`src/rtl/clkprof_pkg.sv`:
```
package clkprof_pkg;
   localparam int BYTE_W = 8;
   typedef logic [BYTE_W-1:0] byte_t;

   // First address of profile p, given the base of the profile window
   function automatic int prof_base(input int base, input int nbytes, input int p);
      return base + p * nbytes;
   endfunction
endpackage

```
`src/rtl/clkprof_slot.sv`:
```
module clkprof_slot
   import clkprof_pkg::*;
#(
   parameter int ADDR_W = 8,
   parameter int NBYTES = 6,
   parameter int LO_ADDR = 16,
   parameter logic [NBYTES*BYTE_W-1:0] DFLT = '0
) (
   input  logic                     clk,
   input  logic                     rst_n,
   input  logic                     wr,
   input  logic [ADDR_W-1:0]        addr,
   input  byte_t                    wdata,
   input  logic                     locked,
   output logic [NBYTES*BYTE_W-1:0] word,
   output byte_t                    rd_byte,
   output logic                     wr_refused
);
   localparam int WORD_W = NBYTES * BYTE_W;
   localparam logic [ADDR_W-1:0] LO = ADDR_W'(LO_ADDR);
   localparam logic [ADDR_W-1:0] HI = ADDR_W'(LO_ADDR + NBYTES - 1);

   logic              hit;
   logic [ADDR_W-1:0] off;
   byte_t             mem [NBYTES];

   assign hit = (addr >= LO) && (addr <= HI);
   assign off = addr - LO;
   assign wr_refused = wr && hit && locked;

   for (genvar b = 0; b < NBYTES; b++) begin : g_byte
      always_ff @(posedge clk or negedge rst_n) begin
         if (!rst_n)
            mem[b] <= DFLT[WORD_W-1-b*BYTE_W -: BYTE_W];
         else if (wr && hit && !locked && off == ADDR_W'(b))
            mem[b] <= wdata;
      end
      assign word[WORD_W-1-b*BYTE_W -: BYTE_W] = mem[b];
   end

   always_comb begin
      rd_byte = '0;
      for (int b = 0; b < NBYTES; b++)
         if (hit && off == ADDR_W'(b))
            rd_byte = mem[b];
   end
endmodule

```
`src/rtl/clkprof_selctl.sv`:
```
module clkprof_selctl #(
   parameter int SEL_W = 2,
   parameter int RELOCK_CYC = 16,
   parameter logic [SEL_W-1:0] DFLT_SEL = '0
) (
   input  logic             clk,
   input  logic             rst_n,
   input  logic             sel_wr,
   input  logic [SEL_W-1:0] sel_new,
   output logic [SEL_W-1:0] sel,
   output logic             chg_pulse,
   output logic             busy
);
   localparam int CNT_W = $clog2(RELOCK_CYC + 1);

   logic [CNT_W-1:0] cnt;
   logic             take;

   assign busy = (cnt != '0);
   assign take = sel_wr && !busy && (sel_new != sel);

   always_ff @(posedge clk or negedge rst_n) begin
      if (!rst_n) begin
         sel       <= DFLT_SEL;
         chg_pulse <= 1'b0;
         cnt       <= '0;
      end else if (take) begin
         sel       <= sel_new;
         chg_pulse <= 1'b1;
         cnt       <= CNT_W'(RELOCK_CYC);
      end else begin
         chg_pulse <= 1'b0;
         if (busy)
            cnt <= cnt - 1'b1;
      end
   end
endmodule

```
`src/rtl/clkprof_regbank.sv`:
```
module clkprof_regbank
   import clkprof_pkg::*;
#(
   parameter int ADDR_W = 8,
   parameter int N_PROF = 4,
   parameter int NBYTES = 6,
   parameter int PROF_LO = 16,
   parameter int SEL_ADDR = 64,
   parameter int RELOCK_CYC = 16,
   parameter logic [N_PROF*NBYTES*8-1:0] DFLT_PROFS = '0,
   parameter logic [$clog2(N_PROF)-1:0] DFLT_SEL = '0
) (
   input  logic                   clk,
   input  logic                   rst_n,
   input  logic                   reg_wr,
   input  logic [ADDR_W-1:0]      reg_addr,
   input  logic [7:0]             reg_wdata,
   output logic [7:0]             reg_rdata,
   output logic [NBYTES*8-1:0]    prof_out,
   output logic [$clog2(N_PROF)-1:0] sel_out,
   output logic                   chg_pulse,
   output logic                   relock_busy,
   output logic                   wr_err
);
   localparam int SEL_W  = $clog2(N_PROF);
   localparam int WORD_W = NBYTES * BYTE_W;
   localparam int WIN_HI = PROF_LO + N_PROF * NBYTES - 1;

   if (N_PROF < 2 || N_PROF != (1 << SEL_W)) begin : g_chk_nprof
      $error("N_PROF must be a power of two and at least 2");
   end
   if (RELOCK_CYC < 1) begin : g_chk_relock
      $error("RELOCK_CYC must be at least 1");
   end
   if (SEL_ADDR >= PROF_LO && SEL_ADDR <= WIN_HI) begin : g_chk_map
      $error("select address overlaps the profile window");
   end
   if (WIN_HI >= (1 << ADDR_W) || SEL_ADDR >= (1 << ADDR_W)) begin : g_chk_aw
      $error("address map exceeds ADDR_W");
   end

   logic              sel_hit;
   logic [WORD_W-1:0] words   [N_PROF];
   byte_t             rbytes  [N_PROF];
   logic [N_PROF-1:0] refused;
   logic              err_q;

   assign sel_hit = (reg_addr == ADDR_W'(SEL_ADDR));

   clkprof_selctl #(
      .SEL_W(SEL_W), .RELOCK_CYC(RELOCK_CYC), .DFLT_SEL(DFLT_SEL)
   ) u_sel (
      .clk(clk), .rst_n(rst_n),
      .sel_wr(reg_wr && sel_hit), .sel_new(reg_wdata[SEL_W-1:0]),
      .sel(sel_out), .chg_pulse(chg_pulse), .busy(relock_busy)
   );

   for (genvar p = 0; p < N_PROF; p++) begin : g_prof
      clkprof_slot #(
         .ADDR_W(ADDR_W), .NBYTES(NBYTES),
         .LO_ADDR(prof_base(PROF_LO, NBYTES, p)),
         .DFLT(DFLT_PROFS[p*WORD_W +: WORD_W])
      ) u_slot (
         .clk(clk), .rst_n(rst_n), .wr(reg_wr), .addr(reg_addr),
         .wdata(reg_wdata), .locked(sel_out == SEL_W'(p)),
         .word(words[p]), .rd_byte(rbytes[p]), .wr_refused(refused[p])
      );
   end

   always_ff @(posedge clk or negedge rst_n) begin
      if (!rst_n)
         err_q <= 1'b0;
      else if (reg_wr && sel_hit)
         err_q <= 1'b0;
      else if (|refused)
         err_q <= 1'b1;
   end
   assign wr_err = err_q;

   always_comb begin
      prof_out = '0;
      for (int p = 0; p < N_PROF; p++)
         if (sel_out == SEL_W'(p))
            prof_out = words[p];
   end

   always_comb begin
      reg_rdata = '0;
      for (int p = 0; p < N_PROF; p++)
         reg_rdata = reg_rdata | rbytes[p];
      if (sel_hit)
         reg_rdata = {{(8-SEL_W){1'b0}}, sel_out};
   end
endmodule

```
`config.mk`:
```
export PLATFORM = sky130hd
export DESIGN_NAME = clkprof_regbank
export DESIGN_NICKNAME = d
export VERILOG_FILES = /design/src/rtl/clkprof_pkg.sv /design/src/rtl/clkprof_slot.sv /design/src/rtl/clkprof_selctl.sv /design/src/rtl/clkprof_regbank.sv
export SDC_FILE = /design/constraint.sdc
export NUM_CORES = 1
export LEC_CHECK = 0
export ABC_CLOCK_PERIOD_IN_PS = 6700
export CAP_MARGIN = 40
export CORE_MARGIN = 3
export CORE_UTILIZATION = 60
export DETAILED_ROUTE_END_ITERATION = 6
export GPL_TIMING_DRIVEN = 0
export PLACE_DENSITY = 0.86
export SYNTH_ARGS = -nofsm -noshare
export SYNTH_HDL_FRONTEND = slang
export SYNTH_HIERARCHICAL = 1
export SYNTH_SLANG_ARGS = --single-unit
```
`constraint.sdc`:
```
create_clock -name clk -period 6.7 [get_ports clk]
set_input_delay 0.67 -clock clk [delete_from_list [all_inputs] [get_ports clk]]
set_output_delay 0.67 -clock clk [all_outputs]
set_load 0.01 [all_outputs]
```
==> results of run 1 <==
==> cells in the mapped netlist (3+ instances only) <==
cell,instances,area (um^2)
a21o_1,4,30.0
a21oi_1,9,45.0
a22o_1,4,35.0
a22oi_1,16,120
a32o_1,6,60.1
and2_1,3,18.8
and4b_1,3,30.0
buf_1,3,11.3
buf_12,4,80.1
buf_2,16,80.1
buf_6,10,113
clkbuf_1,8,30.0
dfrtp_1,201,5030
ha_1,3,37.5
inv_1,10,37.5
mux2_1,11,124
mux2_2,175,1970
mux2_4,34,510
mux2i_1,16,160
mux4_2,71,1600
nand2_1,17,63.8
nand3_1,10,50.1
nor2_1,38,143
nor2b_1,8,50.1
nor3_1,4,20.0
nor4_1,7,43.8
nor4_4,11,234
nor4b_4,6,143
o21ai_0,19,95.1
or4_1,5,37.5
or4b_4,3,41.3
==> registers in the layout, summed over array words and instances, names as in the netlist <==
signal              count
wr_err                  1
u_sel/cnt               5
u_sel/chg_pulse         1
u_sel/sel               2
g_prof.u_slot/word    192
==> report_power, final <==
group	total [W]	internal, W	switching, W
Clock	0.00119	0.000711	0.000482
Sequential	0.00128	0.00125	0.0000290
Combinational	0.000268	0.000114	0.000154
Total	0.00274	0.00207	0.000665
==> per-stage QoR <==
step | instance area [um^2] | std cells | setup WS, ns
3_3_place_gp | 12700 | 1125 | -3.40
5_1_grt | 13500 | 1167 | 1.11
6_report | 13500 | 1167 | 1.20
2_1_floorplan | 11600 | 786 | 3.32
4_1_cts | 13500 | 1167 | 1.35
3_5_place_dp | 12800 | 1131 | 1.35
==> path summary, 6_finish.rpt <==
check / endpoint / slack [ns] / cells past startpoint
min in group clk: u_sel/cnt[1] / 0.53 / 1
min: g_prof[2].u_slot/word[5] / 0.18 / 1
max: reg_rdata[0] / 1.20 / 11
max reg2reg: g_prof[0].u_slot/word[47] / 3.48 / 6
max in group asynchronous: g_prof[2].u_slot/word[17] / 5.53 / 2
min reg2reg: u_sel/cnt[1] / 0.53 / 1
==> per-layer routing <==
metal	vias up	part of all wire (%)	wire length, um
li1	3281	-	-
met1	4174	40	13300
met3	93	8.5	2800
met2	470	47	15400
met4	0	4.6	1500
met5	-	0	0
==> layout by cell type, fill, tap and decap left out, types with 8 or more instances in the layout <==
| cell | synthesis | layout |
|---|---|---|
| o21ai_0 | 19 | 19 |
| a21oi_1 | 9 | 9 |
| clkdlybuf4s50_1 | 0 | 78 |
| dfrtp_1 | 201 | 201 |
| nand2_1 | 17 | 17 |
| nand3_1 | 10 | 10 |
| clkbuf_1 | 8 | 12 |
| nor2b_1 | 8 | 8 |
| mux2_1 | 11 | 11 |
| a22oi_1 | 16 | 16 |
| clkbuf_16 | 0 | 22 |
| mux4_2 | 71 | 71 |
| mux2i_1 | 16 | 16 |
| buf_6 | 10 | 11 |
| mux2_2 | 175 | 175 |
| nor2_1 | 38 | 38 |
| inv_1 | 10 | 10 |
| nor4_4 | 11 | 11 |
| mux2_4 | 34 | 34 |
| buf_2 | 16 | 18 |
==> final cells by class <==
class,count,share of cell area [%]
multi-input cells,530,45.7
flip-flops and latches,201,37.3
repair buffers,85,6.49
clock buffers,29,4.50
plain buffers,44,2.59
well taps,260,2.41
clock inverters,7,0.715
inverters,11,0.306
==> logic make-up after synthesis <==
kind of cell | count (synthesis)
muxes | 308
DFF | 201
and+or+nand+nor | 148
AOI/OAI and AO/OA | 68
buffers and inverters | 55
xor gates and xnor gates | 3
adders and majority gates | 3
==> impl_metrics.ini, run 1 <==
[synth]
netlist_area_um2 = 11600
synth_mux_area_share_pct = 37.9
ys_seq_area_share_pct = 43.4
synth_xor_area_share_pct = 0.227
synth_compound_area_share_pct = 4.27
synth_adder_area_share_pct = 0.324
synth-seq-cells = 201
synth-simple-area-share_pct = 10.4
synth_ff_type = dfrtp_1
synth_top_family_by_area = multiplexers
syn_inst = 786
synth.yosys.warnings = 6
synth_nets = 808
ys_types = 70
avgSynthCellArea_um2 = 14.7
synth-edff-count = 0
synth_async_sr_flop_share_pct = 100

[die]
fp-row-count = 50
start_util_pct = 61.5
die_area_um2 = 21000
core_area_um2 = 18800
io_pins = 80
die_x_um = 145
die_h_um = 145

[final_layout]
utilization_pct = 71.6
nFillCells = 1255
area_growth_pct = 16.4
num_antenna_cells = 0
area.sequential_um2 = 5030
nNetsFinal = 917
drive_above_1_share_pct = 43.7
multi_input_area_um2 = 6160

[drt]
vias = 8018
via_per_inst = 6.87
post_drt_wl_per_cell_um = 28.3
route.detailed.drc = 0
drt_iter0_drc = 868
dr.pass1.iters = 6
postRouteAntennaNets = 0
drt-total-wl_um = 33000

[sta]
setup-tns-final_ns = 0
drv_slew = 0
fmax_mhz = 182
fin_crit_ns = 5.50
final_hold_viol_count = 0
hold_slack_ns = 0.175
finalCritPeriodShare_pct = 82.1
relSlewSlack_pct = 32.2
rsz0062_at_grt = no
skew_ns = 0.0181
worstMarginPinSlew_ns = 1.01
setup_violations = 0

[clock_network]
cts_sinks = 201
post_cts_resized = 0
cts_hold_buffers = 0
root_buffer = clkbuf_16
clkTransAtPathRegs_ns = 0.06
cts_tree = done
cts_max_level = 1
postCtsSetupBuffers = 0
clockBufferDepth = 3
clk_latency_ns = 0.51
cts_buffers = 22

[grt]
grt_first_pass_wirelength_um = 50100
use_met1_pct = 43.3
grt_pass1_vias = 8100
grt_start_max_net_pins = 107
grtUsageMet2_pct = 49.9
overflow = 0
busiest_layer = met2
grtUsageMet3_pct = 5.50
antenna_found_initial = 0
track_usage_pct = 31.2

[power]
leakagePower_nw = 6.16
power_density_nw_per_um2 = 203
ir_drop_uv = 173
p_total_w = 0.00274

[setup_path]
critPathKind = input pin to primary output
cp-start-kind = input pin
crit_chain = clkdlybuf4s50_1 > buf_2 > inv_1 > ha_1 > clkbuf_1 > nor2_1 > a22oi_1 > nor2_1 > or4_1 > mux2_4 > clkdlybuf4s50_1
slowest_delay_ns = 0.87
startpoint = reg_addr[1]
crit_required_ns = 6.03
arrival_ns = 4.83
path_max_fanout = 11
timing.rr.start = u_sel/sel[1]
crit_buf_inv = 5
critPathTopFamily = buffers and inverters
end_kind = primary output
cp_slowest_cell = clkdlybuf4s50_1

[run]
maxCapViolations = 0

[run_status]
status = completed

[placed_design]
port_buffers = 79
gp_congestion = 0.942
dp_hpwl_um = 22700

[min_path]
hold_path_class = input pin to async pin
Power figures use the tool's default switching activity.
==> inputs of run 2 (changes only) <==
- ABC_CLOCK_PERIOD_IN_PS: 6700 -> 4700
- CORE_UTILIZATION: 60 -> 54
- PLACE_DENSITY: 0.86 -> 0.82
- clock period: 6.7 -> 4.7 ns (I/O delays scaled with it)
==> run 2 against run 1 <==
- die area grew 11%
- critical path depth stayed put
- clock power rose by 43%
- critical path type unchanged
- worst hold slack got worse by 0.16 ns
- core utilization decreased by 6.2 points
- flip-flop and latch count unchanged
- total power is 43% higher
- register-to-register slack worse by 1.9 ns
- worst setup slack got worse by 1.1 ns
- first-iteration DRC count is 9.9% lower
- combinational power rose by 44%
==> impl_metrics.ini, run 2 (same netlist as run 1, synthesis figures left out) <==
[run_status]
status = completed

[final_layout]
nFillCells = 1476
layout_common_cells = dfrtp_1, mux2_2, clkdlybuf4s50_1, mux4_2, nor2_1
area_growth_pct = 16.4
nNetsFinal = 914
final_common_cell = dfrtp_1
num_antenna_cells = 0
largest_reg_flops = 192
instances_no_fill = 1177
drive_above_1_share_pct = 44.1

[sta]
fin_crit_ns = 4.61
final_hold_viol_count = 0
rsz0062_at_grt = no
setup_violations = 0
skew_ns = 0.00778
relSlewSlack_pct = 34.0
finalCritPeriodShare_pct = 98.1
worstMarginPinSlew_ns = 0.982
drv_slew = 0
fmax_mhz = 217

[die]
core_area_um2 = 20600
io_pins = 80
die_area_um2 = 23200
die_x_um = 152
die_h_um = 152
start_util_pct = 56.1
fp-row-count = 52

[clock_network]
cts_buffers = 21
post_cts_resized = 3
cts_max_level = 1
clkTransAtPathRegs_ns = 0.06
cts_tree = done
postCtsSetupBuffers = 0
clk_latency_ns = 0.51
root_buffer = clkbuf_16
cts_hold_buffers = 0
clockBufferDepth = 3
cts_sinks = 201

[power]
p_int_w = 0.00292
pwr-share-comb_pct = 9.9
power_density_nw_per_um2 = 290
switching_share_pct = 25.1
p_total_w = 0.00390
ir_drop_uv = 307
p_switching_w = 0.000979
p_clk_share_pct = 43.6
leakagePower_nw = 6.16
p_seq_share_pct = 46.5

[run]
maxCapViolations = 0

[drt]
drt-total-wl_um = 33300
drt_iter0_drc = 782
dr.pass1.iters = 5
post_drt_wl_per_cell_um = 28.3
postRouteAntennaNets = 0
via_per_inst = 6.77
route.detailed.drc = 0
vias = 7971

[grt]
grt_start_max_net_pins = 103
grt_first_pass_wirelength_um = 50900
grt_pass1_vias = 8240
antenna_found_initial = 0
track_usage_pct = 28.5
overflow = 0

[setup_path]
crit_required_ns = 4.23
cp-start-kind = input pin
slowest_delay_ns = 0.59
end_kind = primary output
arrival_ns = 4.14
path_max_fanout = 11
crit_chain = dlygate4sd2_1 > buf_2 > inv_1 > ha_1 > clkbuf_2 > nor2_1 > a22oi_1 > nor2_1 > or4_1 > mux2_4 > clkdlybuf4s50_1
critPathKind = input pin to primary output
timing.rr.start = u_sel/sel[1]
cp_slowest_cell = dlygate4sd2_1
startpoint = reg_addr[1]
critPathMostFrequentCell = nor2_1

[placed_design]
port_buffers = 79
dp_hpwl_um = 23300
gp_congestion = 0.971
dp.cells = 1141

[min_path]
hold_path_class = input pin to async pin
run 2: final timing paths:
path,cells after the start,slack (ns),endpoint
setup / recovery,11,0.09,reg_rdata[1]
max in group asynchronous,2,3.70,g_prof[1].u_slot/word[29]
min in group clk,1,0.52,g_prof[1].u_slot/word[2]
setup reg to reg,7,1.54,g_prof[3].u_slot/word[16]
hold reg to reg,1,0.52,g_prof[1].u_slot/word[2]
hold / removal,1,0.02,g_prof[0].u_slot/word[17]
run 2: stage by stage:
stage	hold slack (ns)	utilization, %	TNS, ns	worst slack [ns]	instance area, um^2
floorplan	0.174	-	0	1.72	11600
global placement	0.495	61.6	-1064.88	-5.31	12700
detailed placement	0.506	62.0	-0.938	-0.349	12800
CTS	0.0552	65.4	0	0.168	13500
global route	0.0774	65.4	0	0.0175	13500
finish	0.0188	65.4	0	0.0880	13500
run 2: power groups by stage:
stage | Sequential [W] | Clock, W | Combinational, W
floorplan | 0.00184 | 0 | 0.000222
finish | 0.00182 | 0.00170 | 0.000385
global placement | 0.00185 | 0 | 0.000363
detailed placement | 0.00185 | 0 | 0.000383
global route | 0.00182 | 0.00180 | 0.000416
CTS | 0.00182 | 0.00173 | 0.000386
run 2: cell type report:
| cell class | count | area [um^2] | area share (%) |
|---|---|---|---|
| multi-input combinational | 530 | 6160 | 45.7 |
| sequential | 201 | 5030 | 37.3 |
| timing repair buffer | 85 | 872 | 6.47 |
| clock buffer | 27 | 578 | 4.29 |
| buffer | 42 | 343 | 2.54 |
| tap | 270 | 338 | 2.51 |
| clock inverter | 11 | 120 | 0.891 |
| inverter | 11 | 41.3 | 0.306 |
run 2: worst max-delay path, delay by kind of cell:
| family | cells | cell delay, ns |
|---|---|---|
| AOI/OAI and AO/OA | 1 | 0.22 |
| adders and majority gates | 1 | 0.43 |
| buffers and inverters | 5 | 2.01 |
| muxes | 1 | 0.29 |
| and+or+nand+nor | 3 | 0.71 |
run 2: layer usage:
layer | global-route usage, % | vias to the layer above | routed length (um)
li1 | - | 3293 | -
met1 | 39.9 | 4154 | 13500
met2 | 45.2 | 440 | 15600
met3 | 5.40 | 84 | 2810
met4 | 10.2 | 0 | 1340
met5 | 0 | - | 0
